**src/rtl/sha256_pkg.sv**
```systemverilog
package sha256_pkg;
  localparam int unsigned WORD_W       = 32;
  localparam int unsigned ROUNDS       = 64;
  localparam int unsigned BLK_WORDS    = 16;
  localparam int unsigned DIG_WORDS    = 8;
  localparam int unsigned PIPE_FILL    = 3;
  localparam int unsigned CHUNK_CYCLES = ROUNDS + PIPE_FILL;
  localparam int unsigned STEP_W       = $clog2(CHUNK_CYCLES + 1);
  localparam int unsigned RIDX_W       = $clog2(ROUNDS);
  localparam int unsigned BIDX_W       = $clog2(BLK_WORDS);
  localparam int unsigned DIDX_W       = $clog2(DIG_WORDS);

  typedef logic [WORD_W-1:0] word_t;
  typedef struct packed {
    word_t a, b, c, d, e, f, g, h;
  } state_t;

  function automatic word_t rotr(word_t x, int unsigned n);
    return (x >> n) | (x << (WORD_W - n));
  endfunction

  function automatic word_t big_s0(word_t x);
    return rotr(x, 2) ^ rotr(x, 13) ^ rotr(x, 22);
  endfunction

  function automatic word_t big_s1(word_t x);
    return rotr(x, 6) ^ rotr(x, 11) ^ rotr(x, 25);
  endfunction

  function automatic word_t sml_s0(word_t x);
    return rotr(x, 7) ^ rotr(x, 18) ^ (x >> 3);
  endfunction

  function automatic word_t sml_s1(word_t x);
    return rotr(x, 17) ^ rotr(x, 19) ^ (x >> 10);
  endfunction

  function automatic word_t choose(word_t x, word_t y, word_t z);
    return (x & y) ^ (~x & z);
  endfunction

  function automatic word_t majority(word_t x, word_t y, word_t z);
    return (x & y) ^ (x & z) ^ (y & z);
  endfunction

  // 3:2 compressor row: sum and shifted carry, no carry ripple
  function automatic word_t csa_sum(word_t x, word_t y, word_t z);
    return x ^ y ^ z;
  endfunction

  function automatic word_t csa_cry(word_t x, word_t y, word_t z);
    return ((x & y) | (x & z) | (y & z)) << 1;
  endfunction

  function automatic word_t round_k(logic [RIDX_W-1:0] idx);
    word_t k;
    case (int'(idx))
      0:  k = 32'h428a2f98;  1: k = 32'h71374491;  2: k = 32'hb5c0fbcf;  3: k = 32'he9b5dba5;
      4:  k = 32'h3956c25b;  5: k = 32'h59f111f1;  6: k = 32'h923f82a4;  7: k = 32'hab1c5ed5;
      8:  k = 32'hd807aa98;  9: k = 32'h12835b01; 10: k = 32'h243185be; 11: k = 32'h550c7dc3;
      12: k = 32'h72be5d74; 13: k = 32'h80deb1fe; 14: k = 32'h9bdc06a7; 15: k = 32'hc19bf174;
      16: k = 32'he49b69c1; 17: k = 32'hefbe4786; 18: k = 32'h0fc19dc6; 19: k = 32'h240ca1cc;
      20: k = 32'h2de92c6f; 21: k = 32'h4a7484aa; 22: k = 32'h5cb0a9dc; 23: k = 32'h76f988da;
      24: k = 32'h983e5152; 25: k = 32'ha831c66d; 26: k = 32'hb00327c8; 27: k = 32'hbf597fc7;
      28: k = 32'hc6e00bf3; 29: k = 32'hd5a79147; 30: k = 32'h06ca6351; 31: k = 32'h14292967;
      32: k = 32'h27b70a85; 33: k = 32'h2e1b2138; 34: k = 32'h4d2c6dfc; 35: k = 32'h53380d13;
      36: k = 32'h650a7354; 37: k = 32'h766a0abb; 38: k = 32'h81c2c92e; 39: k = 32'h92722c85;
      40: k = 32'ha2bfe8a1; 41: k = 32'ha81a664b; 42: k = 32'hc24b8b70; 43: k = 32'hc76c51a3;
      44: k = 32'hd192e819; 45: k = 32'hd6990624; 46: k = 32'hf40e3585; 47: k = 32'h106aa070;
      48: k = 32'h19a4c116; 49: k = 32'h1e376c08; 50: k = 32'h2748774c; 51: k = 32'h34b0bcb5;
      52: k = 32'h391c0cb3; 53: k = 32'h4ed8aa4a; 54: k = 32'h5b9cca4f; 55: k = 32'h682e6ff3;
      56: k = 32'h748f82ee; 57: k = 32'h78a5636f; 58: k = 32'h84c87814; 59: k = 32'h8cc70208;
      60: k = 32'h90befffa; 61: k = 32'ha4506ceb; 62: k = 32'hbef9a3f7; 63: k = 32'hc67178f2;
      default: k = '0;
    endcase
    return k;
  endfunction

  function automatic word_t iv_word(logic [DIDX_W-1:0] idx);
    word_t v;
    case (int'(idx))
      0: v = 32'h6a09e667; 1: v = 32'hbb67ae85; 2: v = 32'h3c6ef372; 3: v = 32'ha54ff53a;
      4: v = 32'h510e527f; 5: v = 32'h9b05688c; 6: v = 32'h1f83d9ab; 7: v = 32'h5be0cd19;
      default: v = '0;
    endcase
    return v;
  endfunction
endpackage

```
**src/rtl/sha256_ctrl.sv**
```systemverilog
module sha256_ctrl
  import sha256_pkg::*;
(
  input  logic              clk_i,
  input  logic              rst_ni,
  input  logic              start_i,
  output logic              load_o,
  output logic              busy_o,
  output logic              sa_en_o,
  output logic [RIDX_W-1:0] sa_idx_o,
  output logic              sb_en_o,
  output logic              sb_first_o,
  output logic              rnd_en_o,
  output logic              fin_o,
  output logic              ready_o
);
  localparam logic [STEP_W-1:0] SA_LO  = STEP_W'(1);
  localparam logic [STEP_W-1:0] SA_HI  = STEP_W'(ROUNDS);
  localparam logic [STEP_W-1:0] SB_LO  = STEP_W'(2);
  localparam logic [STEP_W-1:0] SB_HI  = STEP_W'(ROUNDS + 1);
  localparam logic [STEP_W-1:0] RD_LO  = STEP_W'(3);
  localparam logic [STEP_W-1:0] RD_HI  = STEP_W'(ROUNDS + 2);
  localparam logic [STEP_W-1:0] LAST   = STEP_W'(CHUNK_CYCLES);

  logic              busy_q, ready_q;
  logic [STEP_W-1:0] step_q;
  logic              accept, fin;

  assign accept = start_i & ~busy_q;
  assign fin    = busy_q && (step_q == LAST);

  always_ff @(posedge clk_i or negedge rst_ni) begin
    if (!rst_ni) begin
      busy_q  <= 1'b0;
      step_q  <= '0;
      ready_q <= 1'b0;
    end else begin
      ready_q <= fin;
      if (accept) begin
        busy_q <= 1'b1;
        step_q <= SA_LO;
      end else if (fin) begin
        busy_q <= 1'b0;
        step_q <= '0;
      end else if (busy_q) begin
        step_q <= step_q + STEP_W'(1);
      end
    end
  end

  assign load_o     = accept;
  assign busy_o     = busy_q;
  assign sa_en_o    = busy_q && (step_q >= SA_LO) && (step_q <= SA_HI);
  assign sa_idx_o   = RIDX_W'(step_q - SA_LO);
  assign sb_en_o    = busy_q && (step_q >= SB_LO) && (step_q <= SB_HI);
  assign sb_first_o = (step_q == SB_LO);
  assign rnd_en_o   = busy_q && (step_q >= RD_LO) && (step_q <= RD_HI);
  assign fin_o      = fin;
  assign ready_o    = ready_q;
endmodule

```
**src/rtl/sha256_sched.sv**
```systemverilog
module sha256_sched
  import sha256_pkg::*;
(
  input  logic              clk_i,
  input  logic              rst_ni,
  input  logic              sa_en_i,
  input  logic [RIDX_W-1:0] sa_idx_i,
  input  word_t             word_i,
  output word_t             wk_o
);
  word_t win_q [BLK_WORDS];
  word_t wk_q;
  word_t r1_s, r1_c, r2_s, r2_c, w_exp, w_new;

  // W_t = s1(W_t-2) + W_t-7 + s0(W_t-15) + W_t-16, two compressor rows then one add
  always_comb begin
    r1_s  = csa_sum(sml_s1(win_q[BLK_WORDS-2]), win_q[BLK_WORDS-7], sml_s0(win_q[1]));
    r1_c  = csa_cry(sml_s1(win_q[BLK_WORDS-2]), win_q[BLK_WORDS-7], sml_s0(win_q[1]));
    r2_s  = csa_sum(r1_s, r1_c, win_q[0]);
    r2_c  = csa_cry(r1_s, r1_c, win_q[0]);
    w_exp = r2_s + r2_c;
    w_new = (sa_idx_i < RIDX_W'(BLK_WORDS)) ? word_i : w_exp;
  end

  always_ff @(posedge clk_i or negedge rst_ni) begin
    if (!rst_ni) begin
      for (int i = 0; i < BLK_WORDS; i++) win_q[i] <= '0;
      wk_q <= '0;
    end else if (sa_en_i) begin
      for (int i = 0; i < BLK_WORDS - 1; i++) win_q[i] <= win_q[i+1];
      win_q[BLK_WORDS-1] <= w_new;
      wk_q <= w_new + round_k(sa_idx_i);
    end
  end

  assign wk_o = wk_q;
endmodule

```
**src/rtl/sha256_round.sv**
```systemverilog
module sha256_round
  import sha256_pkg::*;
(
  input  logic   clk_i,
  input  logic   rst_ni,
  input  logic   load_i,
  input  state_t seed_i,
  input  logic   sb_en_i,
  input  logic   sb_first_i,
  input  logic   rnd_en_i,
  input  word_t  wk_i,
  output state_t state_o
);
  state_t st_q, nxt;
  word_t  pk_q;
  word_t  s1v, chv, s0v, mjv;
  word_t  t_s, t_c, e_s, e_c, u_s, u_c, a_s, a_c;

  // pk = h + K + W, built one cycle early: next h is the current g
  always_comb begin
    s1v = big_s1(st_q.e);
    chv = choose(st_q.e, st_q.f, st_q.g);
    s0v = big_s0(st_q.a);
    mjv = majority(st_q.a, st_q.b, st_q.c);
    t_s = csa_sum(pk_q, s1v, chv);
    t_c = csa_cry(pk_q, s1v, chv);
    e_s = csa_sum(t_s, t_c, st_q.d);
    e_c = csa_cry(t_s, t_c, st_q.d);
    u_s = csa_sum(t_s, t_c, s0v);
    u_c = csa_cry(t_s, t_c, s0v);
    a_s = csa_sum(u_s, u_c, mjv);
    a_c = csa_cry(u_s, u_c, mjv);
    nxt.a = a_s + a_c;
    nxt.b = st_q.a;
    nxt.c = st_q.b;
    nxt.d = st_q.c;
    nxt.e = e_s + e_c;
    nxt.f = st_q.e;
    nxt.g = st_q.f;
    nxt.h = st_q.g;
  end

  always_ff @(posedge clk_i or negedge rst_ni) begin
    if (!rst_ni) begin
      st_q <= '0;
      pk_q <= '0;
    end else begin
      if (load_i)        st_q <= seed_i;
      else if (rnd_en_i) st_q <= nxt;
      if (sb_en_i)       pk_q <= wk_i + (sb_first_i ? st_q.h : st_q.g);
    end
  end

  assign state_o = st_q;
endmodule

```
**src/rtl/sha256_digest.sv**
```systemverilog
module sha256_digest
  import sha256_pkg::*;
(
  input  logic   clk_i,
  input  logic   rst_ni,
  input  logic   fin_i,
  input  state_t work_i,
  input  logic   busy_i,
  input  logic   read_i,
  output state_t hash_o,
  output logic   valid_o,
  output word_t  word_o
);
  localparam logic [DIDX_W-1:0] LAST_IDX = DIDX_W'(DIG_WORDS - 1);

  word_t             h_q    [DIG_WORDS];
  word_t             work_w [DIG_WORDS];
  logic              rd_act_q;
  logic [DIDX_W-1:0] rd_idx_q;
  logic              rd_go;

  for (genvar gi = 0; gi < DIG_WORDS; gi++) begin : g_word
    assign work_w[gi] = work_i[WORD_W*(DIG_WORDS-gi)-1 -: WORD_W];
    assign hash_o[WORD_W*(DIG_WORDS-gi)-1 -: WORD_W] = h_q[gi];
  end

  always_ff @(posedge clk_i or negedge rst_ni) begin
    if (!rst_ni) begin
      for (int i = 0; i < DIG_WORDS; i++) h_q[i] <= iv_word(DIDX_W'(i));
    end else if (fin_i) begin
      for (int i = 0; i < DIG_WORDS; i++) h_q[i] <= h_q[i] + work_w[i];
    end
  end

  assign rd_go = read_i & ~busy_i & ~rd_act_q;

  always_ff @(posedge clk_i or negedge rst_ni) begin
    if (!rst_ni) begin
      rd_act_q <= 1'b0;
      rd_idx_q <= '0;
    end else if (rd_go) begin
      rd_act_q <= 1'b1;
      rd_idx_q <= '0;
    end else if (rd_act_q) begin
      if (rd_idx_q == LAST_IDX) rd_act_q <= 1'b0;
      rd_idx_q <= rd_idx_q + DIDX_W'(1);
    end
  end

  assign valid_o = rd_act_q;
  assign word_o  = h_q[rd_idx_q];
endmodule

```
**src/rtl/sha256_engine.sv**
```systemverilog
module sha256_engine
  import sha256_pkg::*;
(
  input  logic        clk_i,
  input  logic        rst_ni,
  input  logic        start_i,
  input  logic [31:0] word_i,
  input  logic        read_i,
  output logic        ready_o,
  output logic        word_valid_o,
  output logic [31:0] hash_word_o
);
  logic              load, busy, sa_en, sb_en, sb_first, rnd_en, fin;
  logic [RIDX_W-1:0] sa_idx;
  word_t             wk;
  state_t            work, hash;

  sha256_ctrl u_ctrl (
    .clk_i      (clk_i),
    .rst_ni     (rst_ni),
    .start_i    (start_i),
    .load_o     (load),
    .busy_o     (busy),
    .sa_en_o    (sa_en),
    .sa_idx_o   (sa_idx),
    .sb_en_o    (sb_en),
    .sb_first_o (sb_first),
    .rnd_en_o   (rnd_en),
    .fin_o      (fin),
    .ready_o    (ready_o)
  );

  sha256_sched u_sched (
    .clk_i    (clk_i),
    .rst_ni   (rst_ni),
    .sa_en_i  (sa_en),
    .sa_idx_i (sa_idx),
    .word_i   (word_i),
    .wk_o     (wk)
  );

  sha256_round u_round (
    .clk_i      (clk_i),
    .rst_ni     (rst_ni),
    .load_i     (load),
    .seed_i     (hash),
    .sb_en_i    (sb_en),
    .sb_first_i (sb_first),
    .rnd_en_i   (rnd_en),
    .wk_i       (wk),
    .state_o    (work)
  );

  sha256_digest u_digest (
    .clk_i   (clk_i),
    .rst_ni  (rst_ni),
    .fin_i   (fin),
    .work_i  (work),
    .busy_i  (busy),
    .read_i  (read_i),
    .hash_o  (hash),
    .valid_o (word_valid_o),
    .word_o  (hash_word_o)
  );
endmodule

```
**config.mk**
```make
export PLATFORM = sky130hd
export DESIGN_NAME = sha256_engine
export DESIGN_NICKNAME = d
export VERILOG_FILES = /design/src/rtl/sha256_pkg.sv /design/src/rtl/sha256_ctrl.sv /design/src/rtl/sha256_sched.sv /design/src/rtl/sha256_round.sv /design/src/rtl/sha256_digest.sv /design/src/rtl/sha256_engine.sv
export SDC_FILE = /design/constraint.sdc
export NUM_CORES = 2
export LEC_CHECK = 0
export BUFFER_PORTS_ARGS = -buffer_cell sky130_fd_sc_hd__buf_2
export CAP_MARGIN = 5
export CORE_AREA = 2 2 477 479
export DETAILED_ROUTE_END_ITERATION = 16
export DIE_AREA = 0 0 479 481
export PLACE_DENSITY = 0.58
export SLEW_MARGIN = 40
export SYNTH_ARGS = -nofsm -noshare
export SYNTH_HDL_FRONTEND = slang
export SYNTH_SLANG_ARGS = --single-unit
```
**constraint.sdc**
```tcl
create_clock -name clk_i -period 9.2 [get_ports clk_i]
set_clock_uncertainty 0.1 [all_clocks]
set_input_delay 2.3 -clock clk_i [delete_from_list [all_inputs] [get_ports clk_i]]
set_output_delay 2.3 -clock clk_i [all_outputs]
set_load 0.05 [all_outputs]
```
==> flow_summary.json <==
{
  "syn_inst": 8429,
  "rsz0062_at_grt": "false",
  "critPathCaptureType": "register",
  "fin_crit_ns": 7.57,
  "grt_usage": 0.208,
  "io_buffers": 69,
  "dr_total_vias": 60298,
  "nets": 8892,
  "maxSlewViolCount": 0,
  "cp_max_fo": 5,
  "layout-drive-gt1-share": 0.0837,
  "synth_most_common_cell": "nand2_1",
  "cts.clk_slew.worst_paths_ns": 0.07,
  "clock_sinks": 1101,
  "die_h_um": 481,
  "cts-buffers-inserted": 135,
  "postSynthAreaPerCell_sq_um": 8.78,
  "cts_resized": 0,
  "cp-startpoint": "u_sched.win_q[467]",
  "cts_hold_buf": 0,
  "cp_slowest_stage_delay_ns": 0.72,
  "ys_seq_elements": 1101,
  "synth_edf_count": 0,
  "synth_top_area_cell": "dfrtp_1",
  "period_share": 0.823,
  "setup_violations": 0,
  "dpl_cell_area_sq_um": 77200,
  "rows": 175,
  "crit_slowest_cell": "a2111oi_1",
  "postCtsSetupBuffers": 0,
  "coreArea_sq_um": 226000,
  "yosys-top-cells-count": "nand2_1, dfrtp_1, o21ai_0, ha_1, clkbuf_1",
  "start_util": 0.328,
  "drt-total-wl_um": 242000,
  "io_pins": 70,
  "drc_errors": 0,
  "antenna_found_initial": 10,
  "gr-total-overflow": 0,
  "postRouteAntennaNets": 0,
  "fin_tns_setup_ns": 0,
  "ys_types": 93,
  "critical_path_class": "register to register",
  "finalHoldViolCount": 0,
  "max_freq_mhz": 132,
  "syn-cell-area_sq_um": 74000,
  "cts_buffer_depth": 3,
  "grt_pass1_vias": 59761,
  "min_path_type": "register to register",
  "syn-num-nets": 9092,
  "worstMarginPinSlew_ns": 0.944,
  "cap_viol_max_count": 0,
  "grt_max_degree": 200,
  "cts_root_buf": "clkbuf_16",
  "arrival_ns": 8.09,
  "status": "complete, no violations",
  "routabilityCongestion": 0.945,
  "h-tree-depth": 4,
  "yosysTopAreaCellShare": 0.326,
  "via_per_inst": 5.31,
  "slew_headroom": 0.371,
  "synth-main-ff-cell": "dfrtp_1",
  "synth.area.top_cells": "dfrtp_1, nand2_1, ha_1, fa_1, dfstp_2",
  "dp_hpwl_um": 179000,
  "grt_pass1_wl_um": 371000,
  "required_ns": 9.73,
  "die_area_sq_um": 230000,
  "yosysWarnings": 0,
  "cts_tree": "yes",
  "synth_seq_area_share": 0.375,
  "firstDrtPassIters": 6,
  "async_flop_share": 1.00,
  "worstSkewPairLatency_ns": 0.81,
  "wl_per_cell_um": 21.3,
  "drtIter0Drc": 4810,
  "die_w_um": 479,
  "hold_slack_ns": 0.332,
  "min-delay-start": "u_sched.win_q[85]",
  "syn2layout_area_growth_pct": 11.0,
  "startpoint_type": "register",
  "r2r_start": "u_sched.win_q[467]",
  "final_area_sq_um": 82100
}
## metrics by stage
step           std cells  setup slack, ns  utilization
3_5_place_dp       11096             1.80        0.342
2_1_floorplan       8429             3.03            -
5_1_grt            11348             1.10        0.364
4_1_cts            11343             1.69        0.363
3_3_place_gp       11092             1.56        0.342
6_report           11350             1.63        0.364
## critical path, delay by kind of cell, from the launching register on
kind | cells | cell delay, ns
XOR/XNOR | 4 | 0.97
adder cells (fa/ha/maj) | 5 | 2.01
buffers and inverters | 1 | 0.06
flip-flops | 1 | 0.46
AND/OR/NAND/NOR | 6 | 0.96
AO/OA/AOI/OAI | 11 | 2.81
## area by class of cell
cell class	count	area, sq um
diodes	2	5.00
clock buffers	197	3830
clock inverters	50	910
fillers	22765	144000
inverters	282	1060
multi-input cells	6556	43500
flip-flops and latches	1101	27700
well taps	3009	3760
repair buffers	153	1360
## flip-flops by register name, indices dropped and copies added, names as in the netlist
register           cells
u_ctrl.busy_o          1
u_ctrl.ready_o         1
u_ctrl.step_q          7
u_digest.hash_o      256
u_digest.rd_idx_q      3
u_digest.valid_o       1
u_round.pk_q          32
u_round.state_o      256
u_sched.win_q        512
u_sched.wk_o          32
## path summary, 6_finish.rpt
path                                         to  slack (ns)  depth (start not counted)
hold reg to reg              u_sched.win_q[117]        0.33                          2
max in group asynchronous     u_sched.win_q[93]        5.67                          4
min in group asynchronous  u_round.state_o[199]        1.43                          1
setup / recovery               u_sched.wk_o[30]        1.63                         27
setup reg to reg               u_sched.wk_o[30]        1.63                         27
hold / removal               u_sched.win_q[117]        0.33                          2
## kinds of logic (layout without fill, tap and decap cells)
group           count (synthesis)  after routing  share of synthesized area
fa+ha+maj                     658            658                      0.130
simple gates                 3126           3126                      0.174
mux                           296            296                     0.0533
buf+inv                       772            682                     0.0398
xor+xnor                      591            591                     0.0701
compound gates               1885           1885                      0.158
other cells                     0              2                          0
flops                        1101           1101                      0.375
## placed cells by master (no fill, tap or decap), drive strengths merged, types with 70 or more instances in the layout
| cell | instances |
|---|---|
| nand2 | 2341 |
| dfrtp | 965 |
| o21ai | 691 |
| ha | 432 |
| a21oi | 392 |
| xnor2 | 362 |
| nor2 | 290 |
| inv | 283 |
| xor2 | 229 |
| clkbuf | 198 |
| fa | 195 |
| buf | 152 |
| mux2i | 143 |
| a22oi | 143 |
| a21o | 139 |
| dfstp | 136 |
| nand3 | 96 |
| nor3 | 89 |
| mux2 | 83 |
| mux4 | 70 |
## layer usage
| metal | share of wire | routed length, um | up-vias | track usage |
|---|---|---|---|---|
| met2 | 0.46 | 112000 | 1665 | 0.334 |
| met4 | 0.040 | 9570 | 2 | 0.0789 |
| met1 | 0.45 | 109000 | 29844 | 0.286 |
| met3 | 0.048 | 11700 | 378 | 0.0255 |
| met5 | 0.000029 | 7 | - | 0 |
| li1 | - | - | 28409 | - |
Power is not shown: default switching activity piles up to over one toggle a cycle in this logic, so the estimate is an artifact.
